**src/rtl/cfgfetch_pkg.sv**
```systemverilog
package cfgfetch_pkg;
  localparam int CFG_WORDS      = 8;
  localparam int CFG_WORD_BYTES = 4;
  localparam int CFG_TOTAL      = CFG_WORDS * CFG_WORD_BYTES;
  localparam int CFG_SLOT_W     = $clog2(CFG_TOTAL);
  localparam int CFG_WORD_W     = CFG_WORD_BYTES * 8;

  typedef struct packed {
    logic                  capture;
    logic                  finish;
    logic                  done;
    logic [CFG_SLOT_W-1:0] slot;
  } fetchStrobe_t;
endpackage

```
**src/rtl/cfgfetch_ctrl.sv**
```systemverilog
module cfgfetch_ctrl
  import cfgfetch_pkg::*;
#(
  parameter int ADDR_W      = 32,
  parameter int BYTE_STRIDE = 8
) (
  input  logic              clk,
  input  logic              rstN,
  input  logic              rdValid,
  output logic              rdReq,
  output logic [ADDR_W-1:0] rdAddr,
  output fetchStrobe_t      strb
);
  typedef enum logic [1:0] {ST_IDLE, ST_FETCH, ST_DONE} fetchState_e;

  fetchState_e           state;
  logic [CFG_SLOT_W-1:0] byteIdx;
  logic                  take;
  logic                  lastByte;

  assign rdReq    = (state == ST_FETCH);
  assign take     = rdReq && rdValid;
  assign lastByte = (byteIdx == CFG_SLOT_W'(CFG_TOTAL - 1));
  assign rdAddr   = ADDR_W'(byteIdx) * ADDR_W'(BYTE_STRIDE);

  always_ff @(posedge clk or negedge rstN) begin
    if (!rstN) begin
      state   <= ST_IDLE;
      byteIdx <= '0;
    end else begin
      case (state)
        ST_IDLE:  state <= ST_FETCH;
        ST_FETCH: if (take) begin
          if (lastByte) state <= ST_DONE;
          else          byteIdx <= byteIdx + 1'b1;
        end
        default:  state <= ST_DONE;
      endcase
    end
  end

  always_comb begin
    strb.capture = take;
    strb.finish  = take && lastByte;
    strb.done    = (state == ST_DONE);
    strb.slot    = byteIdx;
  end


  done_no_req_chk: assert property (@(posedge clk) disable iff (!rstN)
    strb.done |-> !rdReq);


  addr_step_chk: assert property (@(posedge clk) disable iff (!rstN)
    (take && !lastByte) |=> (rdAddr == $past(rdAddr) + ADDR_W'(BYTE_STRIDE)));


  addr_hold_chk: assert property (@(posedge clk) disable iff (!rstN)
    (rdReq && !rdValid) |=> (rdReq && $stable(rdAddr)));


  done_sticky_chk: assert property (@(posedge clk) disable iff (!rstN)
    strb.done |=> strb.done);
endmodule

```
**src/rtl/cfgfetch_dpath.sv**
```systemverilog
module cfgfetch_dpath
  import cfgfetch_pkg::*;
#(
  parameter int                BUS_W      = 32,
  parameter int                ADDR_W     = 32,
  parameter int                CIP_BIT    = 16,
  parameter logic [ADDR_W-1:0] HIGH_BASE  = 32'hFFF0_0000,
  parameter int                VEC_OFFSET = 32'h100
) (
  input  logic                                  clk,
  input  logic                                  rstN,
  input  fetchStrobe_t                          strb,
  input  logic [BUS_W-1:0]                      rdData,
  output logic [CFG_WORD_W-1:0]                 masterWord,
  output logic [(CFG_WORDS-1)*CFG_WORD_W-1:0]   slaveWords,
  output logic [CFG_WORDS-2:0]                  slaveValid,
  output logic [ADDR_W-1:0]                     bootVector
);
  localparam int BSEL_W = $clog2(CFG_WORD_BYTES);
  localparam int WSEL_W = CFG_SLOT_W - BSEL_W;
  localparam int LSB_W  = $clog2(CFG_WORD_W);

  logic [7:0]                            byteIn;
  logic [WSEL_W-1:0]                     wordSel;
  logic [BSEL_W-1:0]                     byteSel;
  logic [LSB_W-1:0]                      laneLsb;
  logic [CFG_WORDS-1:0][CFG_WORD_W-1:0]  bankArr;

  assign byteIn  = rdData[7:0];
  assign wordSel = strb.slot[CFG_SLOT_W-1:BSEL_W];
  assign byteSel = strb.slot[BSEL_W-1:0];
  assign laneLsb = LSB_W'((CFG_WORD_BYTES - 1 - int'(byteSel)) * 8);

  for (genvar w = 0; w < CFG_WORDS; w++) begin : g_word
    logic [CFG_WORD_W-1:0] wordReg;
    always_ff @(posedge clk or negedge rstN) begin
      if (!rstN)
        wordReg <= '0;
      else if (strb.capture && wordSel == WSEL_W'(w))
        wordReg[laneLsb +: 8] <= byteIn;
    end
    assign bankArr[w] = wordReg;

    if (w > 0) begin : g_slave
      logic validReg;
      always_ff @(posedge clk or negedge rstN) begin
        if (!rstN)
          validReg <= 1'b0;
        else if (strb.capture && wordSel == WSEL_W'(w) &&
                 byteSel == BSEL_W'(CFG_WORD_BYTES - 1))
          validReg <= 1'b1;
      end
      assign slaveValid[w-1] = validReg;
      assign slaveWords[(w-1)*CFG_WORD_W +: CFG_WORD_W] = wordReg;
    end
  end

  assign masterWord = bankArr[0];

  always_ff @(posedge clk or negedge rstN) begin
    if (!rstN)
      bootVector <= '0;
    else if (strb.finish)
      bootVector <= (bankArr[0][CIP_BIT] ? HIGH_BASE : '0) + ADDR_W'(VEC_OFFSET);
  end


  frozen_words_chk: assert property (@(posedge clk) disable iff (!rstN)
    strb.done |=> ($stable(bankArr) && $stable(bootVector) && $stable(slaveValid)));


  valid_monotone_chk: assert property (@(posedge clk) disable iff (!rstN)
    (slaveValid != '0) |=> ((slaveValid & $past(slaveValid)) == $past(slaveValid)));


  vector_idle_chk: assert property (@(posedge clk) disable iff (!rstN)
    (!strb.done && !strb.finish) |=> (bootVector == '0 || strb.done));
endmodule

```
**src/rtl/cfgfetch_top.sv**
```systemverilog
module cfgfetch_top
  import cfgfetch_pkg::*;
#(
  parameter int                BUS_W       = 32,
  parameter int                ADDR_W      = 32,
  parameter int                BYTE_STRIDE = 8,
  parameter int                CIP_BIT     = 16,
  parameter logic [ADDR_W-1:0] HIGH_BASE   = 32'hFFF0_0000,
  parameter int                VEC_OFFSET  = 32'h100
) (
  input  logic                                clk,
  input  logic                                rstN,
  output logic                                rdReq,
  output logic [ADDR_W-1:0]                   rdAddr,
  input  logic [BUS_W-1:0]                    rdData,
  input  logic                                rdValid,
  output logic [CFG_WORD_W-1:0]               masterWord,
  output logic [(CFG_WORDS-1)*CFG_WORD_W-1:0] slaveWords,
  output logic [CFG_WORDS-2:0]                slaveValid,
  output logic                                done,
  output logic [ADDR_W-1:0]                   bootVector
);
  fetchStrobe_t strb;

  cfgfetch_ctrl #(
    .ADDR_W(ADDR_W), .BYTE_STRIDE(BYTE_STRIDE)
  ) ctrl_i (
    .clk(clk), .rstN(rstN), .rdValid(rdValid),
    .rdReq(rdReq), .rdAddr(rdAddr), .strb(strb)
  );

  cfgfetch_dpath #(
    .BUS_W(BUS_W), .ADDR_W(ADDR_W), .CIP_BIT(CIP_BIT),
    .HIGH_BASE(HIGH_BASE), .VEC_OFFSET(VEC_OFFSET)
  ) dpath_i (
    .clk(clk), .rstN(rstN), .strb(strb), .rdData(rdData),
    .masterWord(masterWord), .slaveWords(slaveWords),
    .slaveValid(slaveValid), .bootVector(bootVector)
  );

  assign done = strb.done;
endmodule

```
**config.mk**
```make
export PLATFORM = sky130hd
export DESIGN_NAME = cfgfetch_top
export DESIGN_NICKNAME = d
export VERILOG_FILES = /design/src/rtl/cfgfetch_pkg.sv /design/src/rtl/cfgfetch_ctrl.sv /design/src/rtl/cfgfetch_dpath.sv /design/src/rtl/cfgfetch_top.sv
export SDC_FILE = /design/constraint.sdc
export NUM_CORES = 1
export LEC_CHECK = 0
export ABC_AREA = 1
export BUFFER_PORTS_ARGS = -buffer_cell sky130_fd_sc_hd__buf_4
export CAP_MARGIN = 15
export CELL_PAD_IN_SITES_DETAIL_PLACEMENT = 0
export CELL_PAD_IN_SITES_GLOBAL_PLACEMENT = 1
export CORE_UTILIZATION = 41
export CTS_CLUSTER_SIZE = 25
export DETAILED_ROUTE_END_ITERATION = 6
export PLACE_DENSITY_LB_ADDON = 0.05
export REMOVE_ABC_BUFFERS = 1
export SYNTH_ARGS = -nofsm -noshare
export SYNTH_HDL_FRONTEND = slang
export SYNTH_SLANG_ARGS = --single-unit
```
**constraint.sdc**
```tcl
create_clock -name clk -period 3.8 [get_ports clk]
set_input_delay 0.57 -clock clk [delete_from_list [all_inputs] [get_ports clk]]
set_output_delay 0.57 -clock clk [all_outputs]
set_load 0.02 [all_outputs]
```
==> metrics.cfg, run 1 <==
[synthesis]
synth_top_area_cell=dfrtp_1
syn_area_per_cell_um2=9.03
synth_ff_type=dfrtp_1
netlist_instances=1354
synth_area_um2=12200
synth_async_sr_flop_share_pct=100
synth-seq-cells=272
synth_area_leaders=dfrtp_1, nand2_1, nand3_1
ys_types=24
synth-edff-count=0
synth_top_area_share_pct=55.7
yosysSeqAreaShare_pct=55.7
synth_common_cells=nand2_1, nand3_1, dfrtp_1
synth.most_common_cell=nand2_1
ys_warn_count=0

[drt]
drt_pass1_iterations=5
num_vias=9980
drt_wl_total_um=37900
drt-vias-per-instance=4.95
wl_per_cell_um=18.8
drc_errors=0
postRouteAntennaNets=0
drtIter0Drc=781

[clocking]
clk_path_buf_depth=3
post_cts_buffers=0
clock-sinks=272
htree_levels=1
post_cts_resized=0
clock_latency_ns=0.55
clkTransAtPathRegs_ns=0.06
cts_tree=built
hold_buffers=0
cts-root-buf=clkbuf_16
cts_buffers=30

[sta]
fin_tns_setup_ns=0
tightest_slew_ns=0.991
period_share_pct=74.8
slew_violations=0
clock_skew_ns=0.00955
min_period_ns=2.84
setup_viol=0
fmax_mhz=352
rsz0062_at_grt=no
slew_headroom_pct=33.7
finalHoldViolCount=12
hold_ws_ns=-0.00875

[run_status]
failed_checks=negative hold slack
status=finished, violations left

[pwr]
pwr-share-comb_pct=2.3
p_leak_uw=0.00860
vdd_drop_max_v=0.000276
p_sw_uw=1320
p_seq_share_pct=47.8
p_clk_share_pct=49.9
swShare_pct=21.7
p_per_area_nw_per_um2=395
internal-power_uw=4740

[worst_hold_path]
hp-class=in -> async

[floorplan]
ioPinCount=364
dieArea_um2=30500
row_count=62
die-height_um=175
initial_utilization_pct=42.1
core_region_area_um2=29000
die_x_um=175

[critical_path]
max_stage_delay_ns=0.84
crit_required_ns=4.28
end_kind=flop
crit_type=reg -> reg
cp_common_cell=nand2_1
arrival_ns=3.33
crit_buf_inv=1
critPathTopFamily=simple AND/OR/NAND/NOR gates
crit_chain=inv_2 -> ha_2 -> nand2_1 -> nor2_1 -> nand3_1 -> nand2_1
start_kind=flop
path_max_fanout=16
slowest_stage=nor2_1

[cells_and_area]
final_nets=1648
n_antenna_cell=0
layout-drive-gt1-share_pct=25.9
final_util_pct=52.9
syn_to_final_growth_pct=25.4

[global_route]
grt_max_degree=88
antenna_found_initial=0
first_global_vias=9419
overflow=0
grt_use_total_pct=24.7
grt_pass1_wl_um=57700

[place]
place_hpwl_um=24200
portBuffers=293
gp_congestion=0.826

[job]
cap_violations=0

## sequential cells by signal, indices dropped and copies added (netlist names)
register / count
dpath_i.bootVector: 2
dpath_i.g_word.g_slave.validReg: 7
ctrl_i.byteIdx: 5
dpath_i.g_word.wordReg: 224
dpath_i.masterWord: 32
ctrl_i.state: 2
## cell type report
type                       instances  area (um2)
tap                              384         480
inverter                          21        80.1
sequential                       272        6810
clock inverter                    13         145
multi-input combinational        972        4550
fill                            2820       13700
timing repair buffer             310        2380
clock buffer                      43         891
## placed cells by master, fill, tap and decap left out
master,count
nand4_1,1
nor2_8,1
nor2_1,26
buf_12,4
clkinv_2,9
nand2_1,558
nand3_1,274
dfrtp_1,272
clkbuf_1,5
bufinv_16,3
nand3_4,21
nand3_2,9
o21ai_0,4
clkinvlp_4,2
buf_8,1
clkbuf_8,7
buf_4,305
clkbuf_16,31
ha_1,2
ha_2,4
inv_2,4
xnor2_1,1
nor2_2,12
xor2_1,1
nor2_4,10
inv_1,16
a21o_1,2
conb_1,46
## power groups by stage
stage	Clock (uW)	Sequential [uW]	Combinational (uW)
after global placement	0	2950	146
after CTS	3070	2900	145
final	3020	2900	140
after floorplan	0	2950	49.9
after global routing	3180	2890	158
after detailed placement	0	2950	145
## routing by layer
| metal | wire [um] | share of wire (%) | GRT usage (%) |
|---|---|---|---|
| met5 | 0 | 0 | 0 |
| met4 | 799 | 2.1 | 5.58 |
| met3 | 3120 | 8.2 | 6.85 |
| met2 | 17300 | 46 | 37.8 |
| met1 | 16700 | 44 | 34.7 |
## per-stage QoR
| step | std cells | instance area [um2] | setup WS, ns | total power, uW |
|---|---|---|---|---|
| finish | 2015 | 15300 | 0.959 | 6060 |
| global placement | 1959 | 14300 | 1.03 | 3100 |
| floorplan | 1265 | 11400 | 0.312 | 3000 |
| CTS | 2015 | 15300 | 0.951 | 6110 |
| detailed placement | 1959 | 14300 | 0.989 | 3090 |
| global route | 2015 | 15300 | 0.691 | 6230 |
## worst paths after layout
check | from | end | slack (ns) | cells past startpoint
min in group clk | rdValid | ctrl_i.state[1] | 0.45 | 3
worst min register to register | dpath_i.g_word[7].g_slave.validReg | dpath_i.g_word[7].g_slave.validReg | 0.46 | 1
max in group asynchronous | rstN | dpath_i.g_word[2].wordReg[27] | 2.85 | 2
worst min-delay path | rstN | dpath_i.g_word[7].wordReg[12] | -0.009 | 1
worst max register to register | ctrl_i.byteIdx[0] | dpath_i.g_word[3].wordReg[19] | 0.96 | 6
worst max-delay path | ctrl_i.byteIdx[0] | dpath_i.g_word[3].wordReg[19] | 0.96 | 6
## kinds of logic after synthesis
family / share of synthesized area [%]
and+or+nand+nor: 34.6
DFF: 55.7
buffers and inverters: 8.62
AOI/OAI and AO/OA: 0.287
adders and majority gates: 0.614
xor gates and xnor gates: 0.143
other: 0.0307
Power figures use the tool's default switching activity.
==> inputs of run 2 (changes only) <==
--- a/config.mk
+++ b/config.mk
@@ -10,7 +10,7 @@
 export CAP_MARGIN = 15
 export CELL_PAD_IN_SITES_DETAIL_PLACEMENT = 0
 export CELL_PAD_IN_SITES_GLOBAL_PLACEMENT = 1
-export CORE_UTILIZATION = 41
+export CORE_UTILIZATION = 35
 export CTS_CLUSTER_SIZE = 25
 export DETAILED_ROUTE_END_ITERATION = 6
 export PLACE_DENSITY_LB_ADDON = 0.05
==> constraint.sdc (replaced) <==
create_clock -name clk -period 2.6 [get_ports clk]
set_input_delay 0.39 -clock clk [delete_from_list [all_inputs] [get_ports clk]]
set_output_delay 0.39 -clock clk [all_outputs]
set_load 0.02 [all_outputs]
==> metrics.cfg, run 2 (same netlist as run 1, synthesis figures left out) <==
[global_route]
grt_max_degree=73  ; -17%
antenna_found_initial=1  ; +1
grt_pass1_wl_um=61600  ; +6.7%
overflow=0  ; unchanged
grt_use_total_pct=22.7  ; -2.0 points
first_global_vias=9779  ; +3.8%

[sta]
rsz0062_at_grt=no
min_period_ns=2.14  ; -0.700 ns
tightest_slew_ns=0.646  ; -0.345 ns
setup_viol=0  ; unchanged
clock_skew_ns=0.0106  ; +0.00109 ns
fmax_mhz=467  ; +33%
fin_ws_ns=0.460  ; -0.500 ns
period_share_pct=82.3  ; +7.6 points
slew_violations=0  ; unchanged
slew_headroom_pct=56.9  ; +23 points
finalHoldViolCount=0  ; -12

[run_status]
status=complete, no violations

[clocking]
post_cts_resized=0  ; unchanged
clkTransAtPathRegs_ns=0.06  ; about the same
cts-root-buf=clkbuf_16
clock_latency_ns=0.56  ; about the same
clock-sinks=272  ; unchanged
clk_path_buf_depth=3  ; unchanged
post_cts_buffers=0  ; unchanged
cts_tree=built
htree_levels=1  ; unchanged
hold_buffers=1  ; +1
cts_buffers=30  ; unchanged

[floorplan]
core_region_area_um2=34500  ; +19%
die_x_um=189  ; +8.1%
row_count=68  ; +9.7%
initial_utilization_pct=35.5  ; -6.7 points
die-height_um=189  ; +8.1%
dieArea_um2=35700  ; +17%
ioPinCount=364  ; unchanged

[drt]
wl_per_cell_um=19.1  ; +1.6%
drc_errors=0  ; unchanged
postRouteAntennaNets=0  ; unchanged
drt-vias-per-instance=4.75  ; -4.0%
num_vias=10200  ; +1.9%
drtIter0Drc=668  ; -14%
drt_wl_total_um=40900  ; +7.9%
drt_pass1_iterations=5  ; unchanged

[pwr]
p_per_area_nw_per_um2=539  ; +37%
vdd_drop_max_v=0.000528  ; +91%
p_leak_uw=0.00886  ; +3.0%
totalPowerFinal_uw=8520  ; +41%

[cells_and_area]
final_nets=1703  ; +3.3%
top_register=dpath_i.g_word.wordReg
final_cell_mix=nand2_1, buf_4, nand3_1
largest_reg_flops=224  ; unchanged
syn_to_final_growth_pct=29.2
final_util_pct=45.8  ; -7.0 points
layout-drive-gt1-share_pct=27.8  ; +1.9 points
design_area_um2=15800  ; +3.0%
layout_commonest_cell=nand2_1

[place]
portBuffers=293  ; unchanged
dp_slack_ns=0.455  ; -0.534 ns
dpl_cell_area_um2=14900  ; +3.9%
gp_congestion=0.803  ; -2.8%
place_hpwl_um=27000  ; +12%

[critical_path]
crit_required_ns=3.09  ; -1.19 ns
end_kind=flop
crit_type=reg -> reg
path_max_fanout=16  ; unchanged
arrival_ns=2.63  ; -0.70 ns
start_kind=flop

[job]
cap_violations=0  ; unchanged

[worst_hold_path]
hp-class=in -> reg

==> run 2: cell count changes in the layout (fill, tap and decap cells not counted) <==
cell,delta
bufinv_16,-3
clkinv_2,-3
diode_2,+1
clkbuf_8,-1
clkbuf_1,+7
clkinvlp_4,-2
buf_12,+5
dlygate4sd3_1,+1
buf_4,+49
==> run 2: worst max-delay path, stage by stage, from the launching register on <==
cell	delay [ns]
dfrtp_1	0.68
inv_2	0.07
ha_2	0.34
nand2_1	0.05
buf_4	0.20
nor2_2	0.48
nand3_1	0.14
nand2_1	0.09
==> run 2: per-stage QoR <==
stage | hold WS (ns) | setup TNS, ns | instances
after floorplan | 0.0944 | -144.16 | 1265
after detailed placement | 0.357 | 0 | 2084
after global routing | 0.283 | 0 | 2140
after CTS | 0.221 | 0 | 2139
after global placement | 0.357 | 0 | 2084
final | 0.259 | 0 | 2140
==> run 2: layer usage <==
| layer | up-vias | track usage (%) | share of wire [%] |
|---|---|---|---|
| li1 | 4877 | - | - |
| met1 | 4942 | 31.7 | 45 |
| met2 | 310 | 35.4 | 46 |
| met3 | 44 | 5.62 | 7.2 |
| met4 | 0 | 4.96 | 1.7 |
| met5 | - | 0 | 0 |
==> run 2: final timing paths <==
| path | slack (ns) | to | cells after the start | from |
|---|---|---|---|---|
| worst max-delay path | 0.46 | dpath_i.g_word[7].wordReg[22] | 7 | ctrl_i.byteIdx[0] |
| worst min-delay path | 0.26 | ctrl_i.state[1] | 3 | rdValid |
| worst max register to register | 0.46 | dpath_i.g_word[7].wordReg[22] | 7 | ctrl_i.byteIdx[0] |
| worst min register to register | 0.46 | dpath_i.g_word[3].g_slave.validReg | 1 | dpath_i.g_word[3].g_slave.validReg |
| max in group asynchronous | 1.46 | dpath_i.g_word[6].wordReg[25] | 4 | rstN |
| min in group asynchronous | 0.37 | dpath_i.g_word[7].wordReg[10] | 2 | rstN |
==> run 2: power by group <==
group	total, uW	switching (uW)	internal (uW)
combinational	227	186	41.2
clock	4060	1710	2350
sequential	4230	0	4230
==> run 2: cell type report <==
cell class	count	area, um2
inverters	21	80.1
diodes	1	2.50
clock inverters	5	25.0
well taps	455	569
fillers	3477	18700
flip-flops and latches	272	6810
repair buffers	365	2860
multi-input cells	972	4550
clock buffers	49	903
==> inputs of run 3 (changes only) <==
==> constraint.sdc (replaced) <==
create_clock -name clk -period 1.7 [get_ports clk]
set_input_delay 0.255 -clock clk [delete_from_list [all_inputs] [get_ports clk]]
set_output_delay 0.255 -clock clk [all_outputs]
set_load 0.02 [all_outputs]
==> metrics.cfg, run 3 (same netlist as run 1, synthesis figures left out) <==
[run_status]
status=complete, no violations

[place]
place_hpwl_um=26800  ; -0.93%
placed_cells=2104  ; +0.96%
gp_congestion=0.790  ; -1.6%
portBuffers=293  ; unchanged

[pwr]
pwr-share-comb_pct=2.6  ; about the same
totalPowerFinal_uw=13500  ; +58%
p_per_area_nw_per_um2=814  ; +51%
p_clk_share_pct=49.4  ; +1.8 points
p_leak_uw=0.00912  ; +2.9%
p_seq_share_pct=48.0  ; -1.7 points
p_sw_uw=2980  ; +57%
vdd_drop_max_v=0.000739  ; +40%
swShare_pct=22.1  ; -0.16 points
internal-power_uw=10500  ; +59%

[critical_path]
critPathTopFamily=flip-flops
slowest_stage=dfrtp_1
crit_type=reg -> out
max_stage_delay_ns=0.43  ; -0.25 ns
end_kind=output pin
crit_chain=inv_1 -> nor2_1 -> buf_4
crit_buf_inv=2  ; unchanged
path_max_fanout=4  ; -12
arrival_ns=1.39  ; -1.24 ns
start_kind=flop
crit_required_ns=1.44  ; -1.65 ns

[clocking]
clkTransAtPathRegs_ns=0.06  ; about the same
clock_latency_ns=0.56  ; about the same
cts_tree=built
clk_path_buf_depth=3  ; unchanged
clock-sinks=272  ; unchanged
cts_buffers=31  ; +3.3%
htree_levels=1  ; unchanged
cts-root-buf=clkbuf_16

[global_route]
grt_pass1_wl_um=61300  ; -0.55%
first_global_vias=9858  ; +0.81%
grt_use_total_pct=22.4  ; -0.29 points
grt_max_degree=72  ; -1.4%
antenna_found_initial=2  ; +1
overflow=0  ; unchanged

[cells_and_area]
num-fill-cells=3418  ; -1.7%
fin_cells=2166  ; +1.2%
largest_reg_flops=224  ; unchanged
final_nets=1729  ; +1.5%
top_register=dpath_i.g_word.wordReg
n_antenna_cell=0  ; -1
final_cell_mix=nand2_1, buf_4, nand3_1
regArea_um2=6810  ; about the same
syn_to_final_growth_pct=35.5
layout_commonest_cell=nand2_1
multi_input_area_um2=4630  ; +1.9%
final_util_pct=48.1  ; +2.2 points
layout-drive-gt1-share_pct=30.6  ; +2.8 points

[sta]
setup_viol=0  ; unchanged
finalHoldViolCount=0  ; unchanged
fmax_mhz=608
hold_ws_ns=0.0986  ; -0.160 ns
period_share_pct=96.8
min_period_ns=1.65
fin_tns_setup_ns=0  ; unchanged
rsz0062_at_grt=yes
slew_violations=0  ; unchanged
clock_skew_ns=0.0253  ; +0.0146 ns

[floorplan]
dieArea_um2=35700  ; unchanged
die-height_um=189  ; unchanged
die_x_um=189  ; unchanged
row_count=68  ; unchanged
ioPinCount=364  ; unchanged
core_region_area_um2=34500  ; unchanged
initial_utilization_pct=35.5  ; unchanged

[drt]
drtIter0Drc=643  ; -3.7%
postRouteAntennaNets=0  ; unchanged
drt_pass1_iterations=4  ; -1
drc_errors=0  ; unchanged
wl_per_cell_um=18.5  ; -3.2%
num_vias=10200  ; +0.45%
drt-vias-per-instance=4.72  ; -0.75%
drt_wl_total_um=40100  ; -2.1%

[job]
cap_violations=0  ; unchanged

[worst_hold_path]
hp-class=in -> reg

## run 3: path summary, 6_finish.rpt
check / from / endpoint / slack [ns] / cells past startpoint
worst max register to register: ctrl_i.byteIdx[1] / dpath_i.masterWord[22] / 0.10 / 8
worst min register to register: dpath_i.g_word[4].g_slave.validReg / dpath_i.g_word[4].g_slave.validReg / 0.46 / 2
worst max-delay path: ctrl_i.state[0] / rdReq / 0.05 / 3
worst min-delay path: rdValid / ctrl_i.state[1] / 0.1 / 3
min in group asynchronous: rstN / dpath_i.g_word[7].wordReg[13] / 0.12 / 2
max in group asynchronous: rstN / dpath_i.g_word[2].wordReg[30] / 0.88 / 3
## run 3: per-layer routing
layer | track usage [%] | part of all wire, % | up-vias
li1 | - | - | 4927
met1 | 32.2 | 46 | 4931
met2 | 34.5 | 45 | 318
met3 | 5.15 | 6.9 | 41
met4 | 4.47 | 1.8 | 2
met5 | 0 | 0.040 | -
## run 3: stage by stage
step / area [um2] / setup WS, ns
5_1_grt: 16600 / -0.0108
3_5_place_dp: 15300 / -0.0931
4_1_cts: 16400 / 0.00307
6_report: 16600 / 0.0542
2_1_floorplan: 11400 / -1.79
3_3_place_gp: 15300 / -0.0762
## run 3: cell type report
class | count | share of cell area [%]
Clock inverter | 9 | 0.483
Tap cell | 455 | 3.44
Timing Repair Buffer | 390 | 20.8
Inverter | 21 | 0.506
Multi-Input combinational cell | 972 | 27.9
Clock buffer | 47 | 5.71
Sequential cell | 272 | 41.1
## run 3: timing repair
action                                 4_1_cts  5_1_grt
setup buffers                                2        3
gates resized for setup                      2       47
hold buffers                                 1        0
setup endpoints to repair                   76      203
pin swaps                                    1        1
endpoints found under the hold margin      272        0
## run 3: power by group through the flow
stage	clock, uW	combinational [uW]	sequential, uW
after floorplan	0	112	6590
after global placement	0	354	6590
after detailed placement	0	353	6590
after CTS	6850	355	6470
after global routing	7080	391	6470
final	6650	352	6480
## run 3: worst min-delay path, cell delays in order
cell     delay [ns]
buf_4          0.12
nand2_1        0.12
o21ai_0        0.11
